File: src/rtl/sdq_pkg.sv
package sdq_pkg;
   // Number of hypotheses for a rate-1/2 code
   localparam int NUM_HYP = 4;

   // Parity of a tap-masked window
   function automatic logic tap_parity(input logic [31:0] window, input logic [31:0] poly);
      return ^(window & poly);
   endfunction
endpackage

File: src/rtl/sdq_lane.sv
module sdq_lane #(
   parameter int IN_W   = 8,
   parameter int FRAC   = 4,
   parameter int SOFT_W = 4
) (
   input  logic signed [IN_W-1:0] x,
   input  logic                   wide,
   output logic [SOFT_W-1:0]      q
);
   localparam int EW   = IN_W + 3;
   localparam int QMAX = (1 << SOFT_W) - 1;
   localparam int SH0  = FRAC + 1 - SOFT_W;

   logic signed [EW-1:0] xe;
   logic signed [EW-1:0] lim;
   logic signed [EW-1:0] t;
   logic signed [EW-1:0] s;

   always_comb begin
      xe  = {{3{x[IN_W-1]}}, x};
      lim = wide ? EW'(2 << FRAC) : EW'(1 << FRAC);
      t   = xe + lim;
      s   = wide ? (t >>> (SH0 + 1)) : (t >>> SH0);
      if (t < 0)
         q = '0;
      else if (s > EW'(QMAX))
         q = SOFT_W'(QMAX);
      else
         q = s[SOFT_W-1:0];
   end
endmodule

File: src/rtl/sdq_metric.sv
module sdq_metric #(
   parameter int SOFT_W = 4,
   localparam int BW    = SOFT_W + 1
) (
   input  logic [SOFT_W-1:0]                   q_a,
   input  logic [SOFT_W-1:0]                   q_b,
   output logic [sdq_pkg::NUM_HYP-1:0][BW-1:0] bm
);
   localparam logic [SOFT_W-1:0] QMAX = '1;

   for (genvar h = 0; h < sdq_pkg::NUM_HYP; h++) begin : g_hyp
      localparam logic [1:0] HB = 2'(h);
      logic [SOFT_W-1:0] d_a;
      logic [SOFT_W-1:0] d_b;
      assign d_a   = HB[1] ? (QMAX - q_a) : q_a;
      assign d_b   = HB[0] ? (QMAX - q_b) : q_b;
      assign bm[h] = BW'(d_a) + BW'(d_b);
   end
endmodule

File: src/rtl/sdq_branch_label.sv
module sdq_branch_label #(
   parameter int          K  = 7,
   parameter logic [31:0] G0 = 32'o133,
   parameter logic [31:0] G1 = 32'o171
) (
   input  logic [K-2:0] st,
   input  logic         u,
   output logic [1:0]   code
);
   logic [31:0] window;
   assign window = 32'({u, st});

   for (genvar p = 0; p < 2; p++) begin : g_poly
      localparam logic [31:0] POLY = (p == 1) ? G0 : G1;
      assign code[p] = sdq_pkg::tap_parity(window, POLY);
   end
endmodule

File: src/rtl/sdq_branch_metrics.sv
module sdq_branch_metrics #(
   parameter int          IN_W   = 8,
   parameter int          FRAC   = 4,
   parameter int          SOFT_W = 4,
   parameter int          K      = 7,
   parameter logic [31:0] G0     = 32'o133,
   parameter logic [31:0] G1     = 32'o171
) (
   input  logic                   clk,
   input  logic                   rst_n,
   input  logic                   in_valid,
   input  logic                   clip_wide,
   input  logic signed [IN_W-1:0] sample_a,
   input  logic signed [IN_W-1:0] sample_b,
   output logic                   out_valid,
   output logic [SOFT_W:0]        bm_00,
   output logic [SOFT_W:0]        bm_01,
   output logic [SOFT_W:0]        bm_10,
   output logic [SOFT_W:0]        bm_11,
   input  logic [K-2:0]           lbl_state,
   input  logic                   lbl_input,
   output logic [1:0]             lbl_code
);
   localparam int BW = SOFT_W + 1;

   if (SOFT_W < 2) begin : g_chk_soft
      $error("SOFT_W must be at least 2");
   end
   if (FRAC + 1 < SOFT_W) begin : g_chk_frac
      $error("FRAC+1 must be at least SOFT_W");
   end
   if (IN_W < FRAC + 3) begin : g_chk_inw
      $error("IN_W must hold +/-2.0");
   end
   if (K < 3 || K > 31) begin : g_chk_k
      $error("K out of range");
   end

   logic [1:0][IN_W-1:0]   lane_x;
   logic [1:0][SOFT_W-1:0] lane_q;
   assign lane_x[0] = sample_a;
   assign lane_x[1] = sample_b;

   for (genvar l = 0; l < 2; l++) begin : g_lane
      sdq_lane #(.IN_W(IN_W), .FRAC(FRAC), .SOFT_W(SOFT_W)) lane_i (
         .x    (lane_x[l]),
         .wide (clip_wide),
         .q    (lane_q[l])
      );
   end

   logic [sdq_pkg::NUM_HYP-1:0][BW-1:0] bm_next;
   logic [sdq_pkg::NUM_HYP-1:0][BW-1:0] bm_q;

   sdq_metric #(.SOFT_W(SOFT_W)) metric_i (
      .q_a (lane_q[0]),
      .q_b (lane_q[1]),
      .bm  (bm_next)
   );

   always_ff @(posedge clk) begin
      if (!rst_n) begin
         out_valid <= 1'b0;
         bm_q      <= '0;
      end else begin
         out_valid <= in_valid;
         if (in_valid)
            bm_q <= bm_next;
      end
   end

   assign bm_00 = bm_q[0];
   assign bm_01 = bm_q[1];
   assign bm_10 = bm_q[2];
   assign bm_11 = bm_q[3];

   sdq_branch_label #(.K(K), .G0(G0), .G1(G1)) label_i (
      .st   (lbl_state),
      .u    (lbl_input),
      .code (lbl_code)
   );
endmodule

File: config.mk
export PLATFORM = sky130hd
export DESIGN_NAME = sdq_branch_metrics
export DESIGN_NICKNAME = d
export VERILOG_FILES = /design/src/rtl/sdq_pkg.sv /design/src/rtl/sdq_lane.sv /design/src/rtl/sdq_metric.sv /design/src/rtl/sdq_branch_label.sv /design/src/rtl/sdq_branch_metrics.sv
export SDC_FILE = /design/constraint.sdc
export NUM_CORES = 1
export LEC_CHECK = 0
export BUFFER_PORTS_ARGS = -buffer_cell sky130_fd_sc_hd__buf_2
export CAP_MARGIN = 20
export CORE_MARGIN = 4
export CORE_UTILIZATION = 55
export DETAILED_ROUTE_END_ITERATION = 12
export PLACE_DENSITY = 0.83
export SLEW_MARGIN = 40
export SYNTH_ARGS = -nofsm -noshare
export SYNTH_HDL_FRONTEND = slang
export SYNTH_HIERARCHICAL = 1
export SYNTH_SLANG_ARGS = --single-unit
export TNS_END_PERCENT = 20
File: constraint.sdc
create_clock -name clk -period 5.65 [get_ports clk]
set_input_delay 1.13 -clock clk [delete_from_list [all_inputs] [get_ports clk]]
set_output_delay 1.13 -clock clk [all_outputs]
set_load 0.01 [all_outputs]
==> Word-level counts from Yosys, hierarchy flattened <==
Index checks and enable logic that the tools add are counted.
{ "totals": {"register_bits": 21, "out_inout_bits": 23, "wordCells": 26} }
{ "op_classes": {"n_addsub": 8, "n_lt_le_gt_ge": 4, "mux": 7, "reduce_logical": 2} }
{ "ops": {"columns": ["cell", "count"], "rows": [
  ["32-bit parity", 2],
  ["4-bit by 4-bit adder with 5-bit output", 4],
  ["8-bit by 7-bit adder with 9-bit output", 2],
  ["9-bit by 1-bit less-than comparator with 1-bit output (second input constant)", 2],
  ["8-bit by 5-bit greater-than comparator with 1-bit output (second input constant)", 2],
  ["4-bit 2-to-1 mux", 4],
  ["7-bit 2-to-1 mux", 2],
  ["4-bit subtractor (first input constant)", 2],
  ["6-bit 2-to-1 mux", 1]
]} }

==> Depth between registers and ports, before layout <==
{ "logic_depth": {"ltp_word": 8, "ltp_mapped": 14, "mapped_depth_nobuf": 14} }

==> By module <==
Netlist, hierarchy kept.
{ "modules_own_cells": {"columns": ["mod", "instances", "cells_each", "area_per_inst_um2", "seq_area_each_um2"], "rows": [
  ["sdq_branch_metrics", 1, 67, 810.8, 420.4],
  ["sdq_metric", 1, 60, 541.8, 0.0],
  ["sdq_lane at g_lane[0].lane_i", 1, 26, 191.4, 0.0],
  ["sdq_lane at g_lane[1].lane_i", 1, 26, 190.2, 0.0],
  ["sdq_branch_label", 1, 4, 72.6, 0.0]
]} }

==> Worst setup path after synthesis <==
No wires, ideal clock.
{ "synth_path": {"path_type": "in2reg", "from": "input clip_wide", "to": "register bm_q (netlist bit bm_01[3])", "arrival_time_ns": 3.605, "slack_ns": 1.929, "path_stages": 13, "n_path_buf": 0, "path_cell_list": "inv_2 nand2_1 fa_1 a311oi_2 mux2i_1 or3_1 inv_1 ha_1 nor2_1 a221oi_2 xor2_1 mux2i_1 nor2b_1"} }
{ "synth_lines": {"columns": ["element", "line_no", "text"], "rows": [
  ["start, declared", "sdq_branch_metrics.sv:12", "input logic clip_wide,"],
  ["end signal, assigned", "sdq_branch_metrics.sv:68", "bm_q <= bm_next;"],
  ["end, declared", "sdq_branch_metrics.sv:53", "logic [sdq_pkg::NUM_HYP-1:0][BW-1:0] bm_q;"]
]} }

==> impl_metrics.tcl <==
set metrics [dict create \
    finalClockSkew_ns 0 \
    m1WireLength_um 1400 \
    fin_crit_sh_pct 70.4 \
    setup_violations 0 \
    wl_met2_um 1600 \
    synth_xor_area_share_pct 7.89 \
    drive_gt1_share_pct 27.7 \
    hold_viol_final 0 \
    design_area_mm2 0.00203 \
    antenna_cells 0 \
    synth_flop_cell "dfxtp_1" \
    path_class "input port to flip-flop" \
    n_fill_cell 304 \
    final_common_cell "buf_2" \
    ant_nets 0 \
    initial_utilization_pct 58.2 \
    core_mm2 0.00310 \
    fin_nets 276 \
    synthMuxAreaShare_pct 12.2 \
    rsz0062_at_grt "no" \
    yosys_warnings 6 \
    synthesis.nets 234 \
    required_ns 5.90 \
    grt_util_all_layers_pct 16.1 \
    cts_hold_buffers 0 \
    seqPwrFrac_pct 35.9 \
    place.gp.congestion 0.796 \
    grt_pass1_vias 1347 \
    rr_worst_depth 2 \
    firstDrtPassIters 4 \
    cell_internal_pwr_uw 322 \
    overflow 0 \
    seq_area_frac_synth_pct 23.3 \
    maxSlewViolCount 0 \
    insertion_delay_ns 0.31 \
    endpoint "bm_01[3]$_SDFFE_PN0P_" \
    p_sw_share_pct 37.1 \
    portBuffers 46 \
    p_leak_nw 1.08 \
    grt_max_degree 22 \
    drc_errors 0 \
    total_power_uw 512 \
    path_max_fanout 15 \
    synth-simple-area-share_pct 16.9 \
    post_cts_buffers 0 \
    wl_um 3190 \
    synth_seq_cells 21 \
    register_area_um2 420 \
    clk_path_buf_depth 2 \
    drt_first_iter_violations 31 \
    synth_area_mm2 0.00181 \
    period_minus_slack_ns 3.98 \
    synthAdderAreaFrac_pct 19.1 \
    slew-limit-headroom_pct 60.6 \
    cts_root_buffer "clkbuf_4" \
    grt_antenna_before_repair 0 \
    placementRows 20 \
    synth-compound-area-share_pct 11.1 \
    dieArea_mm2 0.00427 \
    timing.rr.start "bm_00[3]$_SDFFE_PN0P_" \
    setup-tns-final_ns 0 \
    io_pins 50 \
    vias_per_cell 5.03 \
    arrival_ns 4.23 \
    clkTransAtPathRegs_ns 0.11 \
    power_frac_comb_pct 50.1 \
    cts_sinks 21 \
    wl_per_cell_um 11.9 \
    regToRegSetupSlack_ns 5.05 \
    p_switching_uw 190 \
    cp-startpoint "clip_wide" \
    async_flop_share_pct 0 \
    run_status "finished, final reports clean" \
    vias 1349 \
    clkPwrFrac_pct 14.0 \
    startpoint_type "input port" \
    mostFrequentLayoutCells "buf_2, mux2i_1, nor2b_1, dfxtp_1, inv_1" \
    syn2layout_area_growth_pct 12.3 \
    yosysUniqueCellTypes 32 \
    wl_met3_um 140 \
    hp-class "flip-flop to flip-flop" \
    synth_edf_count 0 \
    grt_pass1_wl_um 5600 \
    p_per_area_mw_per_mm2 252 \
    worstMarginPinSlew_ns 0.591 \
    ctsHtreeMaxLevel 1 \
    maxCapViolations 0 \
    multi_input_area_mm2 0.00121 \
    cts_buffers 3 \
    hpwl_um 2610 \
    fmax_mhz 251 \
    synth_top_family_by_area "adder cells" \
    rr_endpoint "bm_00[3]$_SDFFE_PN0P_" \
    highest_layer "met4" \
    fp.dieW_um 65.3 \
    endpoint_kind "flip-flop" \
    syn_area_per_cell_um2 9.87 \
    place_area_mm2 0.00200 \
    tritoncts "built" \
    synthCells 183 \
    die_h_um 65.3 \
    ir_worst_vdd_uv 117 \
    post_cts_resized 0 \
]
-- Yosys cell counts (3+ instances only) --
| cell type | number | area share, % |
|---|---|---|
| a21o_1 | 4 | 1.7 |
| a21oi_1 | 4 | 1.1 |
| a221oi_1 | 7 | 3.4 |
| and3_2 | 5 | 2.1 |
| clkbuf_1 | 3 | 0.62 |
| dfxtp_1 | 21 | 23 |
| fa_1 | 6 | 6.6 |
| ha_1 | 18 | 12 |
| inv_1 | 19 | 3.9 |
| inv_2 | 3 | 0.62 |
| mux2i_1 | 22 | 12 |
| nand2_1 | 4 | 0.83 |
| nand2b_1 | 4 | 1.4 |
| nor2b_1 | 21 | 7.3 |
| or3_1 | 8 | 2.8 |
| xnor2_1 | 6 | 2.9 |
| xor2_1 | 3 | 1.5 |
-- routing by layer --
layer | vias up | global-route usage [%]
met4 | 0 | 5.44
met3 | 4 | 1.37
li1 | 704 | -
met2 | 34 | 30.2
met5 | - | 0
met1 | 607 | 18.9
-- how the worst min path moves through the flow --
stage	start	endpoint	slack, ns	cells past startpoint
6_report	bm_10[0]$_SDFFE_PN0P_	bm_10[0]$_SDFFE_PN0P_	0.52	2
5_1_grt	bm_10[0]$_SDFFE_PN0P_	bm_10[0]$_SDFFE_PN0P_	0.56	2
4_1_cts	bm_11[0]$_SDFFE_PN0P_	bm_11[0]$_SDFFE_PN0P_	0.52	2
2_1_floorplan	bm_00[2]$_SDFFE_PN0P_	bm_00[2]$_SDFFE_PN0P_	0.54	2
3_5_place_dp	bm_10[0]$_SDFFE_PN0P_	bm_10[0]$_SDFFE_PN0P_	0.50	2
3_3_place_gp	bm_00[0]$_SDFFE_PN0P_	bm_00[0]$_SDFFE_PN0P_	0.49	2
-- area by class of cell --
cell class	instances	share of cell area, %
Multi-Input combinational cell	131	59.9
Tap cell	44	2.71
Clock buffer	4	1.29
Timing Repair Buffer	46	11.3
Sequential cell	21	20.7
Inverter	22	4.07
-- power by group through the flow --
| stage | logic [mW] | registers [mW] | clock network [mW] |
|---|---|---|---|
| 3_5_place_dp | 0.259 | 0.188 | 0 |
| 3_3_place_gp | 0.251 | 0.188 | 0 |
| 2_1_floorplan | 0.186 | 0.200 | 0 |
| 6_report | 0.256 | 0.184 | 0.0716 |
| 5_1_grt | 0.291 | 0.188 | 0.0812 |
| 4_1_cts | 0.260 | 0.184 | 0.0742 |
-- flip-flops by register name, summed over array words and instances, names as in the netlist --
name and flops:
out_valid 1, bm_01 5, bm_11 5, bm_10 5, bm_00 5
-- through the flow --
step / setup WS, ns / cells / hold WS [ns] / util, %
floorplan: 1.93 / 183 / 0.538 / -
global placement: 1.47 / 264 / 0.491 / 64.6
detailed placement: 1.40 / 264 / 0.498 / 64.6
CTS: 1.71 / 268 / 0.525 / 65.4
global route: 1.44 / 268 / 0.559 / 65.4
finish: 1.67 / 268 / 0.521 / 65.4
-- critical path: stages --
cell	delay [ns]
buf_2	0.19
inv_2	0.13
nand2_1	0.08
fa_1	0.43
a311oi_2	0.29
mux2i_1	0.30
or3_1	0.20
inv_1	0.07
ha_1	0.53
nor2_1	0.16
a221oi_2	0.32
xor2_1	0.19
mux2i_1	0.09
nor2b_1	0.12
-- cells by family (layout without fill, tap and decap cells) --
logic type                 count (synthesis)  after routing
DFF                                       21             21
muxes                                     22             22
adders and majority gates                 24             24
and+or+nand+nor                           50             50
xor gates and xnor gates                  12             12
buffers and inverters                     31             72
AOI/OAI and AO/OA                         23             23
(Power assumes the default switching activity.)
